<file path="src/rtl/agu_pkg.sv">
// Package agu_pkg
// Shared code values for the load/store address generator.
// Assumes two-bit codes on the ports; unused codes are folded onto
// a defined behaviour by the consumers.
package agu_pkg;

    // Where the offset comes from
    typedef enum logic [1:0] {
        OFS_IMM     = 2'd0,
        OFS_IDX     = 2'd1,
        OFS_IDX_SHL = 2'd2,
        OFS_RSVD    = 2'd3
    } agu_ofs_src_e;

    // Which value becomes the address and whether the base is updated
    typedef enum logic [1:0] {
        AM_OFFSET = 2'd0,
        AM_PRE    = 2'd1,
        AM_POST   = 2'd2,
        AM_RSVD   = 2'd3
    } agu_mode_e;

    // True for the modes that update the base register
    function automatic logic mode_writes_back(agu_mode_e m);
        return (m == AM_PRE) || (m == AM_POST);
    endfunction

endpackage

</file>
<file path="src/rtl/agu_offset_sel.sv">
// Module agu_offset_sel
// Forms the full-width offset from one of three sources: the zero-extended
// immediate, the index register, or the index register shifted left.
// Assumes IMM_W <= DATA_W. Bits shifted beyond the top are dropped.
module agu_offset_sel
    import agu_pkg::*;
#(
    parameter int DATA_W  = 32,
    parameter int IMM_W   = 12,
    parameter int SHAMT_W = 2
) (
    input  agu_ofs_src_e        src,
    input  logic [IMM_W-1:0]    imm,
    input  logic [DATA_W-1:0]   index,
    input  logic [SHAMT_W-1:0]  shamt,
    output logic [DATA_W-1:0]   offset
);
    localparam int NUM_SHIFTS = 1 << SHAMT_W;
    localparam int PAD_W      = DATA_W - IMM_W;

    logic [DATA_W-1:0] imm_ext;
    logic [DATA_W-1:0] shifted [NUM_SHIFTS];

    // Zero-extend the immediate to the datapath width
    assign imm_ext = {{PAD_W{1'b0}}, imm};

    // One fixed-shift copy of the index per shift amount
    for (genvar k = 0; k < NUM_SHIFTS; k++) begin : g_shift
        assign shifted[k] = index << k;
    end

    // Pick the offset source; the reserved code falls back to the immediate
    always_comb begin
        case (src)
            OFS_IDX:     offset = index;
            OFS_IDX_SHL: offset = shifted[shamt];
            default:     offset = imm_ext;
        endcase
    end

    // A zero shift must return the index unchanged
    always_comb begin
        if (src == OFS_IDX_SHL && shamt == '0)
            AST_SHL_ZERO_IS_INDEX: assert (offset == index);
    end

endmodule

</file>
<file path="src/rtl/agu_adder.sv">
// Module agu_adder
// Adds the offset to, or subtracts it from, the base value.
// Assumes wrap-around arithmetic; no carry or overflow leaves the module.
module agu_adder #(
    parameter int DATA_W = 32
) (
    input  logic [DATA_W-1:0] base,
    input  logic [DATA_W-1:0] offset,
    input  logic              sub,
    output logic [DATA_W-1:0] result
);
    logic [DATA_W-1:0] operand;

    // Two's-complement operand: invert for subtraction, carry-in adds the one
    assign operand = sub ? ~offset : offset;

    // Single adder for both directions, truncated to the datapath width
    assign result = base + operand + {{(DATA_W-1){1'b0}}, sub};

    // Undoing the operation must recover the base
    always_comb begin
        AST_ADDER_INVERSE: assert ((sub ? result + offset : result - offset) == base);
    end

endmodule

</file>
<file path="src/rtl/agu_mode_mux.sv">
// Module agu_mode_mux
// Chooses the effective address, the writeback value and the writeback
// strobe from the indexing mode. Assumes the reserved code acts as plain
// offset mode.
module agu_mode_mux
    import agu_pkg::*;
#(
    parameter int DATA_W = 32
) (
    input  agu_mode_e          mode,
    input  logic [DATA_W-1:0]  base,
    input  logic [DATA_W-1:0]  adjusted,
    output logic [DATA_W-1:0]  addr,
    output logic [DATA_W-1:0]  wb_data,
    output logic               wb_req
);
    // Address is the raw base only for post-indexing
    always_comb begin
        addr    = (mode == AM_POST) ? base : adjusted;
        wb_data = adjusted;
        wb_req  = mode_writes_back(mode);
    end

    // Writeback is requested only by the two updating modes
    always_comb begin
        if (wb_req)
            AST_WB_MODE_ONLY: assert (mode == AM_PRE || mode == AM_POST);
    end

endmodule

</file>
<file path="src/rtl/agu_out_reg.sv">
// Module agu_out_reg
// Result register stage. Captures address and writeback value on a valid
// request and holds them otherwise; valid and strobe are single-cycle pulses.
// Synchronous active-low reset clears everything.
module agu_out_reg #(
    parameter int DATA_W = 32
) (
    input  logic              clk,
    input  logic              rst_n,
    input  logic              req_valid,
    input  logic [DATA_W-1:0] addr_d,
    input  logic [DATA_W-1:0] wb_d,
    input  logic              we_d,
    output logic              valid_q,
    output logic [DATA_W-1:0] addr_q,
    output logic [DATA_W-1:0] wb_q,
    output logic              we_q
);
    // Pulse outputs follow the request each cycle
    always_ff @(posedge clk) begin
        if (!rst_n) begin
            valid_q <= 1'b0;
            we_q    <= 1'b0;
        end else begin
            valid_q <= req_valid;
            we_q    <= req_valid & we_d;
        end
    end

    // Data outputs load on a request and hold otherwise
    always_ff @(posedge clk) begin
        if (!rst_n) begin
            addr_q <= '0;
            wb_q   <= '0;
        end else if (req_valid) begin
            addr_q <= addr_d;
            wb_q   <= wb_d;
        end
    end

    AST_STROBE_NEEDS_VALID: assert property (@(posedge clk) disable iff (!rst_n)
        we_q |-> valid_q);

    AST_VALID_FOLLOWS_REQ: assert property (@(posedge clk) disable iff (!rst_n)
        req_valid |=> valid_q);

    AST_IDLE_DROPS_VALID: assert property (@(posedge clk) disable iff (!rst_n)
        !req_valid |=> (!valid_q && !we_q));

    AST_IDLE_HOLDS_DATA: assert property (@(posedge clk) disable iff (!rst_n)
        !req_valid |=> ($stable(addr_q) && $stable(wb_q)));

endmodule

</file>
<file path="src/rtl/ls_agu.sv">
// Module ls_agu
// Load/store address generator top. Selects the offset, applies it to the
// base, chooses address and writeback by indexing mode, and registers the
// results one edge after a valid request.
// Assumes base and index arrive already read from the register file.
module ls_agu
    import agu_pkg::*;
#(
    parameter int DATA_W  = 32,
    parameter int IMM_W   = 12,
    parameter int SHAMT_W = 2
) (
    input  logic                clk,
    input  logic                rst_n,
    input  logic                req_valid,
    input  logic [DATA_W-1:0]   base_val,
    input  logic [DATA_W-1:0]   index_val,
    input  logic [IMM_W-1:0]    imm_val,
    input  logic [SHAMT_W-1:0]  shamt,
    input  logic [1:0]          ofs_src,
    input  logic                sub_en,
    input  logic [1:0]          amode,
    output logic                out_valid,
    output logic [DATA_W-1:0]   eff_addr,
    output logic [DATA_W-1:0]   wb_val,
    output logic                wb_en
);
    agu_ofs_src_e      src_e;
    agu_mode_e         mode_e;
    logic [DATA_W-1:0] offset;
    logic [DATA_W-1:0] adjusted;
    logic [DATA_W-1:0] addr_d;
    logic [DATA_W-1:0] wb_d;
    logic              we_d;

    // Decode the port codes into typed values
    assign src_e  = agu_ofs_src_e'(ofs_src);
    assign mode_e = agu_mode_e'(amode);

    agu_offset_sel #(
        .DATA_W  (DATA_W),
        .IMM_W   (IMM_W),
        .SHAMT_W (SHAMT_W)
    ) i_offset_sel (
        .src    (src_e),
        .imm    (imm_val),
        .index  (index_val),
        .shamt  (shamt),
        .offset (offset)
    );

    agu_adder #(
        .DATA_W (DATA_W)
    ) i_adder (
        .base   (base_val),
        .offset (offset),
        .sub    (sub_en),
        .result (adjusted)
    );

    agu_mode_mux #(
        .DATA_W (DATA_W)
    ) i_mode_mux (
        .mode     (mode_e),
        .base     (base_val),
        .adjusted (adjusted),
        .addr     (addr_d),
        .wb_data  (wb_d),
        .wb_req   (we_d)
    );

    agu_out_reg #(
        .DATA_W (DATA_W)
    ) i_out_reg (
        .clk       (clk),
        .rst_n     (rst_n),
        .req_valid (req_valid),
        .addr_d    (addr_d),
        .wb_d      (wb_d),
        .we_d      (we_d),
        .valid_q   (out_valid),
        .addr_q    (eff_addr),
        .wb_q      (wb_val),
        .we_q      (wb_en)
    );

    AST_POST_USES_BASE: assert property (@(posedge clk) disable iff (!rst_n)
        (req_valid && amode == 2'd2) |=> (eff_addr == $past(base_val) && wb_en));

    AST_PRE_ADDR_IS_WB: assert property (@(posedge clk) disable iff (!rst_n)
        (req_valid && amode == 2'd1) |=> (eff_addr == wb_val && wb_en));

    AST_OFFSET_NO_WB: assert property (@(posedge clk) disable iff (!rst_n)
        (req_valid && (amode == 2'd0 || amode == 2'd3)) |=> (out_valid && !wb_en));

    AST_ZERO_IMM_KEEPS_BASE: assert property (@(posedge clk) disable iff (!rst_n)
        (req_valid && ofs_src == 2'd0 && imm_val == '0) |=> (eff_addr == $past(base_val)));

endmodule

</file>
<file path="config.mk">
export PLATFORM = sky130hd
export DESIGN_NAME = ls_agu
export DESIGN_NICKNAME = d
export VERILOG_FILES = /design/src/rtl/agu_pkg.sv /design/src/rtl/agu_offset_sel.sv /design/src/rtl/agu_adder.sv /design/src/rtl/agu_mode_mux.sv /design/src/rtl/agu_out_reg.sv /design/src/rtl/ls_agu.sv
export SDC_FILE = /design/constraint.sdc
export NUM_CORES = 1
export LEC_CHECK = 0
export ABC_AREA = 1
export BUFFER_PORTS_ARGS = -buffer_cell sky130_fd_sc_hd__buf_4
export CAP_MARGIN = 40
export CORE_AREA = 8 8 120 122
export CTS_CLUSTER_SIZE = 12
export DETAILED_ROUTE_END_ITERATION = 8
export DIE_AREA = 0 0 128 130
export PLACE_DENSITY = 0.82
export RECOVER_POWER = 25
export SLEW_MARGIN = 20
export SYNTH_ARGS = -nofsm -noshare
export SYNTH_HDL_FRONTEND = slang
export SYNTH_SLANG_ARGS = --single-unit
</file>
<file path="constraint.sdc">
create_clock -name clk -period 6.7 [get_ports clk]
set_clock_uncertainty 0.1 [all_clocks]
set_input_delay 0.67 -clock clk [delete_from_list [all_inputs] [get_ports clk]]
set_output_delay 0.67 -clock clk [all_outputs]
set_load 0.03 [all_outputs]
</file>
==> qor.yml <==
clock_network:
  cts_buffers: 9
  cts_tree: "done"
  cts_resized: 0
  clockBufferDepth: 2
  clock_sinks: 66
  cts_hold_buf: 0
  path_clk_slew_ns: 0.05
  root_buffer: "clkbuf_16"
  clk_latency_ns: 0.32
  htree_levels: 3
  post_cts_buffers: 0
critical_path:
  path_class: "input port to flop"
  end_kind: "flop"
  cp_data_arrival_time_ns: 4.57
  path_max_fanout: 71
  cp.required_ns: 6.81
  cp-start-kind: "input port"
global_route:
  grtUsageTotal_pct: 24.2
  grt_pass1_wl_um: 32600
  grt_pass1_vias: 6429
  grt_max_degree: 72
  overflow: 0
  antenna_found_initial: 0
placed_design:
  hpwl_um: 16400
  gp_congestion: 0.961
  dp.cells: 1271
  port-buffer-count: 151
die:
  die_width_um: 128
  die_y_um: 130
  ios: 152
  coreArea_mm2: 0.0124
  rows: 41
  start_util_pct: 49.1
  dieArea_mm2: 0.0166
pwr:
  seqPwrFrac_pct: 25.2
  p_comb_share_pct: 45.3
  p_switching_uw: 760
  leakage_nw: 3.68
  swShare_pct: 40.5
  powerDensity_mw_per_mm2: 248
  p_int_mw: 1.12
  peakVddDrop_v: 0.000134
  p_clk_share_pct: 29.5
timing:
  fin_crit_ns: 4.47
  finalSetupTns_ns: 0
  fmax_ghz: 0.224
  report.final.slew_viol_count: 72
  fin_crit_sh_pct: 66.6
  rsz0062_at_grt: "false"
  report.final.setup_viol: 0
  slew_headroom_pct: -101
  hold_viol: 0
  worst_pin_slew_ns: 3.02
layout:
  drive_above_1_share_pct: 16.1
  fin_nets: 1235
  seq_area_mm2: 0.00132
  syn2layout_area_growth_pct: 24.0
  fin_cells: 1287
  nFillCells: 1236
  multi_input_area_mm2: 0.00418
  diodes: 0
detailed_routing:
  vias: 6942
  ant_nets: 0
  wl_per_cell_um: 16.1
  drc: 0
  drtPass1Iterations: 5
  finalWirelength_um: 20700
  detail_route.iter0.violations: 600
  vias_per_cell: 5.39
synth:
  synth_area_per_cell_um2: 6.15
  ys_types: 39
  ys_warn_count: 0
  synthCells: 991
  ys_ff_latch: 66
  ys_seq_area_share_pct: 21.7
  syn_nets: 1115
  syn-cell-area_mm2: 0.00609
min_path:
  hp-class: "flop to flop"
run_status:
  status: "finished, violations left"
  failed_checks: "max-capacitance violations, max-slew violations"
flow_run:
  cap_violations: 1
[synthesized netlist by cell type]
cell type / instances / area, um2
inv_4: 1 / 6.26
a21o_1: 2 / 15.0
clkbuf_1: 33 / 124
a31oi_1: 2 / 12.5
nor3_1: 8 / 40.0
ha_1: 37 / 463
o21bai_1: 2 / 15.0
o311ai_0: 1 / 8.76
xnor2_1: 10 / 87.6
nand2_1: 275 / 1030
a21oi_2: 10 / 87.6
fa_1: 1 / 20.0
o21a_1: 3 / 22.5
inv_1: 100 / 375
buf_2: 4 / 20.0
nand4_1: 5 / 31.3
o211ai_1: 43 / 323
a21oi_1: 71 / 355
buf_6: 1 / 11.3
inv_2: 3 / 11.3
o221ai_1: 2 / 17.5
a211oi_1: 1 / 7.51
nand3_1: 61 / 305
buf_1: 9 / 33.8
a21boi_0: 2 / 15.0
xor2_1: 39 / 342
o21ai_0: 70 / 350
dfxtp_1: 66 / 1320
nor2_1: 85 / 319
nand2_2: 17 / 106
nand2_4: 2 / 22.5
and3_1: 2 / 12.5
nor4_2: 1 / 12.5
clkinv_1: 3 / 11.3
nand3_2: 3 / 30.0
nand3b_1: 3 / 22.5
a22oi_1: 10 / 75.1
o21ai_2: 2 / 17.5
o221a_2: 1 / 11.3
[metrics by stage]
stage	power (mW)	instance area, um2	setup slack (ns)	hold slack [ns]	util (%)
floorplan	1.06	6090	3.17	0.495	-
global placement	1.32	7270	1.98	0.355	58.6
detailed placement	1.33	7310	1.99	0.360	58.9
CTS	1.89	7660	2.33	0.369	61.7
global route	1.99	7560	1.92	0.387	60.9
finish	1.88	7560	2.23	0.367	60.9
[sequential cells by signal, indices dropped and copies added, names as in the netlist]
signal / count
i_out_reg.addr_q: 32
i_out_reg.wb_q: 32
i_out_reg.valid_q: 1
i_out_reg.we_q: 1
[worst paths after layout]
check / startpoint / endpoint / slack [ns] / cells after the start
setup / recovery: req_valid / i_out_reg.wb_q[13]$_SDFFE_PN0P_ / 2.23 / 5
setup reg to reg: i_out_reg.wb_q[13]$_SDFFE_PN0P_ / i_out_reg.wb_q[13]$_SDFFE_PN0P_ / 5.72 / 4
hold / removal: i_out_reg.addr_q[24]$_SDFFE_PN0P_ / i_out_reg.addr_q[24]$_SDFFE_PN0P_ / 0.37 / 2
hold reg to reg: i_out_reg.addr_q[24]$_SDFFE_PN0P_ / i_out_reg.addr_q[24]$_SDFFE_PN0P_ / 0.37 / 2
[metal layers]
metal	GRT usage, %	up-vias	wire length, um
met5	0	-	0
met2	37.9	332	8990
met3	5.92	22	2210
met1	32.8	3090	9250
met4	5.10	0	228
li1	-	3498	-
[cell families (layout without fill, tap and decap cells)]
logic type | after synthesis | count (layout) | share of synthesized area (%)
fa+ha+maj | 38 | 38 | 7.92
simple gates | 462 | 462 | 31.7
flops | 66 | 66 | 21.7
compound gates | 222 | 222 | 21.9
xor+xnor | 49 | 49 | 7.04
buf+inv | 154 | 278 | 9.73
[power groups by stage]
| stage | registers, mW | logic [mW] | clock network [mW] |
|---|---|---|---|
| floorplan | 0.576 | 0.482 | 0 |
| global placement | 0.479 | 0.840 | 0 |
| detailed placement | 0.481 | 0.848 | 0 |
| CTS | 0.474 | 0.856 | 0.557 |
| global route | 0.478 | 0.933 | 0.576 |
| finish | 0.474 | 0.850 | 0.554 |
[cells in the final DEF (no fill, tap or decap), drive strengths merged, types with 43 or more instances in the layout]
| master | Yosys | layout |
|---|---|---|
| nand2 | 294 | 294 |
| buf | 14 | 124 |
| inv | 104 | 104 |
| nor2 | 85 | 85 |
| a21oi | 81 | 81 |
| o21ai | 72 | 72 |
| dfxtp | 66 | 66 |
| nand3 | 64 | 64 |
| o211ai | 43 | 43 |
| clkbuf | 33 | 43 |
[layout make-up]
| type | instances | area share, % |
|---|---|---|
| clock inverters | 4 | 1.31 |
| well taps | 172 | 2.85 |
| inverters | 107 | 5.35 |
| repair buffers | 156 | 14.4 |
| clock buffers | 11 | 3.34 |
| multi-input cells | 771 | 55.3 |
| flip-flops and latches | 66 | 17.5 |
[critical path, cell delays in order]
cell      delay (ns)
clkbuf_1        2.08
inv_1           0.80
buf_4           0.54
o21ai_0         0.32
inv_1           0.09
(Power assumes the default switching activity.)
